<file path="config.mk">
export PLATFORM = sky130hd
export DESIGN_NAME = dma_ring_bridge
export DESIGN_NICKNAME = d
export VERILOG_FILES = /design/src/rtl/dma_ring_pkg.sv /design/src/rtl/ring_ptr.sv /design/src/rtl/buf_ram.sv /design/src/rtl/dma_xfer_ctrl.sv /design/src/rtl/dma_ring_bridge.sv
export SDC_FILE = /design/constraint.sdc
export NUM_CORES = 1
export LEC_CHECK = 0
export ABC_AREA = 1
export ABC_CLOCK_PERIOD_IN_PS = 3600
export BUFFER_PORTS_ARGS = -buffer_cell sky130_fd_sc_hd__buf_2
export CORE_MARGIN = 1
export CORE_UTILIZATION = 54
export CTS_CLUSTER_SIZE = 14
export DETAILED_ROUTE_END_ITERATION = 8
export GPL_TIMING_DRIVEN = 0
export PLACE_DENSITY_LB_ADDON = 0.15
export SYNTH_ARGS = -nofsm -noshare
export SYNTH_HDL_FRONTEND = slang
export SYNTH_HIERARCHICAL = 1
export SYNTH_SLANG_ARGS = --single-unit
</file>
<file path="constraint.sdc">
create_clock -name clk -period 3.6 [get_ports clk]
set_input_delay 0.36 -clock clk [delete_from_list [all_inputs] [get_ports clk]]
set_output_delay 0.36 -clock clk [all_outputs]
set_load 0.03 [all_outputs]
</file>
<file path="src/rtl/dma_ring_pkg.sv">
package dma_ring_pkg;
  // transfer direction codes held in the mode register
  typedef enum logic [7:0] {
    XFER_CHIP_TO_BUF = 8'h80,
    XFER_BUF_TO_CHIP = 8'h90
  } xfer_mode_e;
endpackage

</file>
<file path="src/rtl/ring_ptr.sv">
module ring_ptr #(
  parameter int DEPTH = 10,
  parameter int IDX_W = $clog2(DEPTH)
) (
  input  logic             clk,
  input  logic             rst,
  input  logic             adv,
  output logic [IDX_W-1:0] idx
);
  localparam logic [IDX_W-1:0] LAST = IDX_W'(DEPTH - 1);

  always_ff @(posedge clk) begin
    if (rst)      idx <= '0;
    else if (adv) idx <= (idx == LAST) ? '0 : idx + 1'b1;
  end

  // index never leaves the ten cells
  p_range_r1: assert property (@(posedge clk) disable iff (rst) idx <= LAST);
  // wrap from last cell to zero
  p_wrap_r1: assert property (@(posedge clk) disable iff (rst)
    (adv && idx == LAST) |=> idx == '0);
  // ordinary step is plus one
  p_step_r1: assert property (@(posedge clk) disable iff (rst)
    (adv && idx != LAST) |=> idx == $past(idx) + 1'b1);
endmodule

</file>
<file path="src/rtl/buf_ram.sv">
module buf_ram #(
  parameter int DEPTH = 10,
  parameter int IDX_W = $clog2(DEPTH)
) (
  input  logic             clk,
  input  logic             en,
  input  logic             we,
  input  logic [IDX_W-1:0] addr,
  input  logic [7:0]       wdata,
  output logic [7:0]       q
);
  logic [7:0] mem [DEPTH];

  // single-port, read-before-write, registered output
  always_ff @(posedge clk) begin
    if (en) begin
      if (we) mem[addr] <= wdata;
      q <= mem[addr];
    end
  end
endmodule

</file>
<file path="src/rtl/dma_xfer_ctrl.sv">
module dma_xfer_ctrl
  import dma_ring_pkg::*;
(
  input  logic       clk,
  input  logic       rst,
  input  logic       dma_req,
  input  logic       mode_we,
  input  logic [7:0] mode_wdata,
  output logic       mode_ok,
  output logic       to_buf,
  output logic       fire,
  output logic       dma_ack
);
  logic [7:0] mode_q;
  logic       req_q, req_qq;
  logic       hit_in, hit_out;

  always_ff @(posedge clk) begin
    if (rst) begin
      mode_q  <= '0;
      req_q   <= 1'b0;
      req_qq  <= 1'b0;
      dma_ack <= 1'b0;
    end else begin
      req_q   <= dma_req;
      req_qq  <= req_q;
      dma_ack <= fire;
      if (mode_we) mode_q <= mode_wdata;
    end
  end

  assign hit_in  = (mode_q == XFER_CHIP_TO_BUF);
  assign hit_out = (mode_q == XFER_BUF_TO_CHIP);
  assign mode_ok = hit_in | hit_out;
  assign to_buf  = hit_in;
  assign fire    = req_q & ~req_qq & mode_ok;

  // acknowledge lasts a single cycle
  p_ack_pulse_r5: assert property (@(posedge clk) disable iff (rst)
    dma_ack |=> !dma_ack);
  // acknowledge only follows a request seen two edges earlier
  p_ack_req_r5: assert property (@(posedge clk) disable iff (rst)
    dma_ack |-> $past(dma_req, 2));
  // no two transfers on back-to-back cycles
  p_fire_gap_r5: assert property (@(posedge clk) disable iff (rst)
    fire |=> !fire);
endmodule

</file>
<file path="src/rtl/dma_ring_bridge.sv">
module dma_ring_bridge
  import dma_ring_pkg::*;
#(
  parameter int                  DEPTH     = 10,
  parameter int                  ADDR_W    = 8,
  parameter logic [ADDR_W-1:0]   MODE_ADDR = 8'h02,
  parameter logic [ADDR_W-1:0]   PORT_ADDR = 8'h2C,
  parameter logic [ADDR_W-1:0]   WIN_BASE  = 8'h40
) (
  input  logic              clk,
  input  logic              rst,
  input  logic [ADDR_W-1:0] lb_addr,
  input  logic [7:0]        lb_wdata,
  input  logic              lb_wr,
  input  logic              lb_rd,
  output logic [7:0]        lb_rdata,
  output logic              lb_wait,
  input  logic              dma_req,
  input  logic [7:0]        dma_din,
  output logic [7:0]        dma_dout,
  output logic              dma_ack
);
  localparam int IDX_W = $clog2(DEPTH);

  logic              fire, to_buf, mode_ok;
  logic              bus_go, sel_port, sel_mode, sel_win;
  logic [ADDR_W-1:0] win_off;
  logic              port_wr, port_rd, win_acc, mode_we;
  logic              wr_adv, rd_adv;
  logic [IDX_W-1:0]  wr_idx, rd_idx;
  logic              ram_en, ram_we;
  logic [IDX_W-1:0]  ram_addr;
  logic [7:0]        ram_wdata, ram_q;
  logic              hit_q;

  // bus decode; a firing transfer blocks the bus for that cycle
  assign bus_go   = (lb_wr | lb_rd) & ~fire;
  assign sel_port = (lb_addr == PORT_ADDR);
  assign sel_mode = (lb_addr == MODE_ADDR);
  assign win_off  = lb_addr - WIN_BASE;
  assign sel_win  = (lb_addr >= WIN_BASE) && (win_off < ADDR_W'(DEPTH));

  assign port_wr = bus_go & lb_wr & sel_port;
  assign port_rd = bus_go & ~lb_wr & lb_rd & sel_port;
  assign win_acc = bus_go & sel_win;
  assign mode_we = bus_go & lb_wr & sel_mode;

  assign wr_adv = (fire & to_buf) | port_wr;
  assign rd_adv = (fire & ~to_buf) | port_rd;

  dma_xfer_ctrl u_ctrl (
    .clk        (clk),
    .rst        (rst),
    .dma_req    (dma_req),
    .mode_we    (mode_we),
    .mode_wdata (lb_wdata),
    .mode_ok    (mode_ok),
    .to_buf     (to_buf),
    .fire       (fire),
    .dma_ack    (dma_ack)
  );

  ring_ptr #(.DEPTH(DEPTH), .IDX_W(IDX_W)) u_wr_ptr (
    .clk (clk), .rst (rst), .adv (wr_adv), .idx (wr_idx)
  );

  ring_ptr #(.DEPTH(DEPTH), .IDX_W(IDX_W)) u_rd_ptr (
    .clk (clk), .rst (rst), .adv (rd_adv), .idx (rd_idx)
  );

  // one storage port, shared by priority: transfer, queue port, window
  always_comb begin
    ram_en    = 1'b0;
    ram_we    = 1'b0;
    ram_addr  = wr_idx;
    ram_wdata = lb_wdata;
    if (fire) begin
      ram_en = 1'b1;
      if (to_buf) begin
        ram_we    = 1'b1;
        ram_wdata = dma_din;
      end else begin
        ram_addr = rd_idx;
      end
    end else if (port_wr) begin
      ram_en = 1'b1;
      ram_we = 1'b1;
    end else if (port_rd) begin
      ram_en   = 1'b1;
      ram_addr = rd_idx;
    end else if (win_acc) begin
      ram_en   = 1'b1;
      ram_we   = lb_wr;
      ram_addr = win_off[IDX_W-1:0];
    end
  end

  buf_ram #(.DEPTH(DEPTH), .IDX_W(IDX_W)) u_ram (
    .clk   (clk),
    .en    (ram_en),
    .we    (ram_we),
    .addr  (ram_addr),
    .wdata (ram_wdata),
    .q     (ram_q)
  );

  always_ff @(posedge clk) begin
    if (rst) hit_q <= 1'b0;
    else     hit_q <= bus_go & ~lb_wr & lb_rd & (sel_port | sel_win);
  end

  assign lb_rdata = hit_q ? ram_q : 8'h00;
  assign lb_wait  = fire;
  assign dma_dout = ram_q;

  // an unrecognised mode leaves the indices to the bus alone
  p_ignore_wr_r6: assert property (@(posedge clk) disable iff (rst)
    (!mode_ok && !port_wr) |=> $stable(wr_idx));
  p_ignore_rd_r6: assert property (@(posedge clk) disable iff (rst)
    (!mode_ok && !port_rd) |=> $stable(rd_idx));
  // window accesses move no index
  p_window_r8: assert property (@(posedge clk) disable iff (rst)
    win_acc |=> ($stable(wr_idx) && $stable(rd_idx)));
  // a stalled bus read returns nothing the next cycle
  p_stall_r10: assert property (@(posedge clk) disable iff (rst)
    fire |=> !hit_q);
  // a chip-to-buffer transfer keeps a colliding port pop from moving the read index
  p_stall_rd_r10: assert property (@(posedge clk) disable iff (rst)
    (fire && to_buf) |=> $stable(rd_idx));
endmodule

</file>
==> results of run 1 <==
==> metal layers <==
| metal | wire (um) | share of wire | track usage | up-vias |
|---|---|---|---|---|
| li1 | - | - | - | 1855 |
| met2 | 5090 | 0.48 | 0.368 | 127 |
| met4 | 127 | 0.012 | 0.0746 | 0 |
| met5 | 0 | 0 | 0 | - |
| met3 | 631 | 0.060 | 0.0322 | 12 |
| met1 | 4650 | 0.44 | 0.321 | 1726 |
==> power by group through the flow <==
stage               combinational [mW]  sequential (mW)  clock [mW]
floorplan                       0.0608             1.38           0
global placement                 0.106             1.38           0
CTS                              0.110             1.35       0.654
detailed placement               0.109             1.38           0
global route                     0.122             1.35       0.694
finish                           0.110             1.35       0.636
==> worst paths after layout <==
check,start,endpoint
setup reg to reg,u_ctrl/mode_q[6]$_SDFFE_PP0P_,u_ram/mem[1][3]$_DFFE_PP_
hold reg to reg,u_ctrl/req_q$_SDFF_PP0_,u_ctrl/req_qq$_SDFF_PP0_
hold / removal,dma_req,u_ctrl/req_q$_SDFF_PP0_
setup / recovery,u_ctrl/mode_q[6]$_SDFFE_PP0P_,u_ram/mem[1][3]$_DFFE_PP_
==> flip-flops by register name, summed over array words and instances (netlist names) <==
| signal | flops |
|---|---|
| hit_q | 1 |
| u_ctrl/dma_ack | 1 |
| u_ctrl/mode_q | 8 |
| u_ctrl/req_q | 1 |
| u_ram/q | 8 |
| u_rd_ptr/idx | 4 |
| u_ctrl/req_qq | 1 |
| u_wr_ptr/idx | 4 |
| u_ram/mem | 80 |
==> worst max-delay path, cell delays in order (launching register included) <==
cell     delay [ns]
dfxtp_1        0.32
inv_1          0.05
nand2_1        0.06
nor2_1         0.05
nand3_1        0.10
inv_1          0.10
inv_4          0.13
nand2_4        0.08
nor2_4         0.17
nand3_4        0.17
nand4_1        0.39
nand2_1        0.30
inv_1          0.15
nand3_1        0.13
nor2_1         0.60
==> timing repair <==
item,CTS,global route
gates resized for setup,0,4
hold endpoints to repair,0,0
setup endpoints to repair,0,32
==> stage by stage <==
| step | setup slack, ns | hold WS (ns) |
|---|---|---|
| 2_1_floorplan | 0.695 | 0.411 |
| 3_3_place_gp | 0.249 | 0.419 |
| 3_5_place_dp | 0.169 | 0.427 |
| 4_1_cts | 0.153 | 0.175 |
| 5_1_grt | 0.0874 | 0.195 |
| 6_report | 0.414 | 0.189 |
==> area by class of cell <==
type                    count  area share
plain buffers              17      0.0266
clock buffers               9      0.0223
clock inverters             7     0.00788
inverters                  45      0.0317
multi-input cells         366       0.298
flip-flops and latches    108       0.548
well taps                 108      0.0243
repair buffers             46      0.0414
==> results.md, run 1 <==
* Status: complete, but fails checks
* Violated checks: design-rule violations
* Psw at 0.466 mW
* Total power at 2.10 mW
* Post-route ant nets at 0
* Achievable Freq at 314 MHz
* Worst VDD drop at 236 uV
* Router iterations before antenna repair at 9
* FF-to-FF path depth at 14
* Relative slew margins at 0.487
* Commonest cells after routing, fill and taps aside: nand2_1, edfxtp_1, nor2_1, buf_2, inv_1
* Width of the die at 98.3 um
* Leak Pwr at 2.37 nW
* Unrepaired setup endpoints after global routing: false
* Synthesis Warnings at 6
* Setup bufs post-CTS at 0
* Final setup fails at 0
* Fill cell count at 750
* Routed Wire Length at 10500 um
* Req. time, crit path at 3.60 ns
* Die area at 9660 um^2
* Rows at 34
* Sw Share at 0.222
* Placed Instance Area at 5370 um^2
* Core footprint at 8850 um^2
* Slew Viols, Final at 0
* Setup TNS at 0 ns
* CP startpoint kind: flip-flop
* Gr usage total at 0.228
* Area of the multi-input gates at 1660 um^2
* Clock latency on the worst-skew pair at roughly 0.36 ns
* Fin crit share at 0.885
* Drt first-iter violations at 254
* Tmin final at 3.19 ns
* Internal power at roughly 1.6 mW
* Die height at 98.3 um
* Clock power share at 0.304
* Storage cell area at between 3000 and 4000 um^2
* Reg power frac at 0.644
* Via Count at 3720
* GPL Wtd Cong at 0.834
* I/O Buffers at 46
* Logic pwr share at 0.052
* Most common cell after layout, fill and taps aside: nand2_1
* Hold path depth at 3
* CP Max Fanout at 10
* Pwr Density at 377 nW/um^2
* Layout Cells excl Fill at 706
* Grt total ovfl at 0
* First-pass GRT wire length at around 17000 um
* # hold bufs at CTS at 0
* Syn Nets at 565
* Syn avg cell area at 9.33 um^2
* Routed length per instance at 14.9 um
* Initial Util at 0.565
* DP HPWL at 7470 um
* Max H-tree Level at 3
* Flop-to-flop setup slack at around 0.41 ns
* Placed Instances at 690
* Initial antenna violation count at 0
* Area Growth Syn to Fin at 11.1%
* Clk root buf: clkbuf_8
* Hold Vio Cnt, Final at 0
* Clk sink count at 108
* Least-Margin Pin Slew at 0.765 ns
* Final Util at 0.628
* Design Area, Final at 5560 um^2
* Vias per inst at 5.27
* Worst min path class: in2reg
* Clock tree from TritonCTS: built
* Drt drc at 5
* Ant. Diodes at 0
* Clock-pin slew on the worst setup and hold paths at 0.09 ns
* Num CTS Buffers at 9
* Critical Path End Type: flip-flop
* Ports at 47
* Max-cap viol count at 0
* Crit path DAT at 3.19 ns
* Clock skew at 0.00707 ns
* Largest net degree at the start of global routing at 18
* Share of layout cells above drive strength 1 at 0.184
* Cell Area, Synth at 5000 um^2
* Clk buf depth at 2
* NumNets Final at 622
* Cells after Synth at 536
* Vias in the first global route at 3392
* CP Class: reg2reg
Note: power is estimated with default switching activity, not from simulation.
==> run 2: changes to the inputs <==
--- a/config.mk
+++ b/config.mk
@@ -14,6 +14,7 @@
 export DETAILED_ROUTE_END_ITERATION = 8
 export GPL_TIMING_DRIVEN = 0
 export PLACE_DENSITY_LB_ADDON = 0.15
+export REMOVE_ABC_BUFFERS = 1
 export SYNTH_ARGS = -nofsm -noshare
 export SYNTH_HDL_FRONTEND = slang
 export SYNTH_HIERARCHICAL = 1
==> run 2 against run 1 <==
  * The flow still finishes with violations (design-rule violations)
  * Cell count is 2.1% lower
  * Setup slack worse by 0.19 ns
  * Maximum frequency down 5.5%
  * Non-clock buffer count down 16
  * Die area is the same
  * First-iteration DRC count rose by 6.7%
  * Critical path depth fell by 3
  * Combinational power decreased by 5%
==> results.md, run 2 (synthesized netlist as in run 1, its figures left out) <==
* GPL Wtd Cong at roughly 0.80
* DP HPWL at 6810 um
* Final setup fails at 0
* Via Count at 3619
* Regs by FF count: u_ram/mem (80), u_ctrl/mode_q (8), u_ram/q (8)
* Gr usage total at 0.223
* Largest net degree at the start of global routing at 44
* Ant. Diodes at 0
* Area Growth Syn to Fin at 9.88%
* Worst min path class: in2reg
* Num CTS Buffers at 9
* Routed length per instance at 14.9 um
* CP Capture Point: u_ram/mem[3][5]$_DFFE_PP_
* Max H-tree Level at 3
* Clk sink count at 108
* Rows at 34
* Least-Margin Pin Slew at 0.779 ns
* Pre-CTS setup slack at -0.720 ns
* Status: complete, but fails checks
* Clk buf depth at 2
* Share of layout cells above drive strength 1 at 0.187
* Die height at 98.3 um
* Tmin final at 3.37 ns
* Routed Wire Length at between 10000 and 15000 um
* CP Max Fanout at 21
* NumNets Final at 607
* Crit path DAT at 3.37 ns
* CP Class: reg2reg
* Unrepaired setup endpoints after global routing: false
* Width of the die at 98.3 um
* Pwr Density at 388 nW/um^2
* Met3 wire len at 664 um
* Vias in the first global route at 3379
* Most common cell after layout, fill and taps aside: nand2_1
* Max reg flops at 80
* Flop-to-flop setup slack at about 0.23 ns
* Commonest cells after routing, fill and taps aside: nand2_1, edfxtp_1, buf_2, nor2_1, inv_1
* Die area at 9660 um^2
* Grt total ovfl at 0
* M1 WL at between 4000 and 5000 um
* Placed Instance Area at 5230 um^2
* Final worst setup slack at roughly 0.23 ns
* Final Util at 0.621
* Layout Cells excl Fill at between 600 and 700
* Clock latency on the worst-skew pair at 0.36 ns
* Placed Instances at 674
* Hold Vio Cnt, Final at 0
* Violated checks: design-rule violations
* Post-route ant nets at 0
* Fin crit share at 0.937
* Drt drc at 4
* Drt first-iter violations at 271
* I/O Buffers at 46
* Clk root buf: clkbuf_8
* Initial antenna violation count at 0
* WL met2 at between 4000 and 5000 um
* Clock skew at 0.0127 ns
* Crit. Startpoint: u_ctrl/mode_q[3]$_SDFFE_PP0P_
* Critical Path End Type: flip-flop
* Highest metal used: met4
* RR Startpoint: u_ctrl/mode_q[3]$_SDFFE_PP0P_
* Design Area, Final at 5500 um^2
* Top reg by flops: u_ram/mem
* Core footprint at 8850 um^2
* Router iterations before antenna repair at 7
* Clock-pin slew on the worst setup and hold paths at approximately 0.1 ns
* Req. time, crit path at 3.59 ns
* Initial Util at 0.565
* Max-cap viol count at 0
* Ports at 47
* # hold bufs at CTS at 0
* Setup TNS at 0 ns
* Slew Viols, Final at 0
* Relative slew margins at 0.478
* CP startpoint kind: flip-flop
* Setup bufs post-CTS at 0
* Reg-to-Reg End: u_ram/mem[3][5]$_DFFE_PP_
* Worst VDD drop at 241 uV
* Achievable Freq at 297 MHz
* Clock tree from TritonCTS: built
* Leak Pwr at ~2.3 nW
* FF-to-FF path depth at 11
* First-pass GRT wire length at 16300 um
* Vias per inst at 5.24
## run 2: cell types whose count changed in the layout (fill, tap and decap cells not counted), moves of 2 or more
| cell | before | now |
|---|---|---|
| buf_4 | 7 | 1 |
| buf_6 | 6 | 0 |
| nor2_1 | 49 | 43 |
| nor2_2 | 5 | 10 |
| nand2_1 | 231 | 228 |
| nand2_2 | 3 | 6 |
| nor3_2 | 4 | 1 |
| nor3_4 | 0 | 3 |
| clkbuf_1 | 2 | 0 |
| clkinv_1 | 2 | 0 |
| clkinvlp_4 | 3 | 1 |
| inv_8 | 0 | 2 |
## run 2: per-stage QoR
stage          hold WS (ns)  power (mW)
6_report              0.194        2.14
5_1_grt               0.195        2.21
4_1_cts               0.182        2.14
3_5_place_dp          0.420        1.48
3_3_place_gp          0.418        1.48
2_1_floorplan         0.410        1.43
## run 2: worst min path at each step
stage / startpoint / to / depth (start not counted)
2_1_floorplan: u_ctrl/req_q$_SDFF_PP0_ / u_ctrl/req_qq$_SDFF_PP0_ / 2
3_3_place_gp: u_ctrl/req_q$_SDFF_PP0_ / u_ctrl/req_qq$_SDFF_PP0_ / 2
3_5_place_dp: u_ctrl/req_q$_SDFF_PP0_ / u_ctrl/req_qq$_SDFF_PP0_ / 2
4_1_cts: dma_req / u_ctrl/req_q$_SDFF_PP0_ / 3
5_1_grt: dma_req / u_ctrl/req_q$_SDFF_PP0_ / 3
6_report: dma_req / u_ctrl/req_q$_SDFF_PP0_ / 3
## run 2: area by class of cell
class	count	area (um^2)
clock buffer	9	124
clock inverter	7	58.8
fill	734	3350
inverter	45	180
multi-input combinational	367	1720
sequential	108	3040
tap	108	135
timing repair buffer	47	238
## run 2: critical path, stage by stage (launching register included)
cell and delay, ns:
dfxtp_1 0.31, inv_1 0.08, nand2_1 0.06, nor2_1 0.15
nand2_1 0.07, nor2_1 0.20, nand2_2 0.21, inv_1 0.37
a22oi_2 0.23, nand2_2 0.39, nand2_1 0.22, nor3_2 0.70
## run 2: where the power goes
group	internal, mW	switching (mW)	total [mW]
Combinational	0.0300	0.0744	0.104
Clock	0.263	0.419	0.681
Sequential	1.35	0.000984	1.35
Total	1.64	0.494	2.14
## run 2: per-layer routing
layer	global-route usage	up-vias
met3	0.0358	16
met5	0	-
met2	0.349	133
met1	0.306	1642
met4	0.107	0
li1	-	1828
## run 2: timing repair
action,CTS,global route
pin swaps,0,1
gates cloned,0,1
endpoints found under the setup margin,80,88
gates resized for setup,13,7
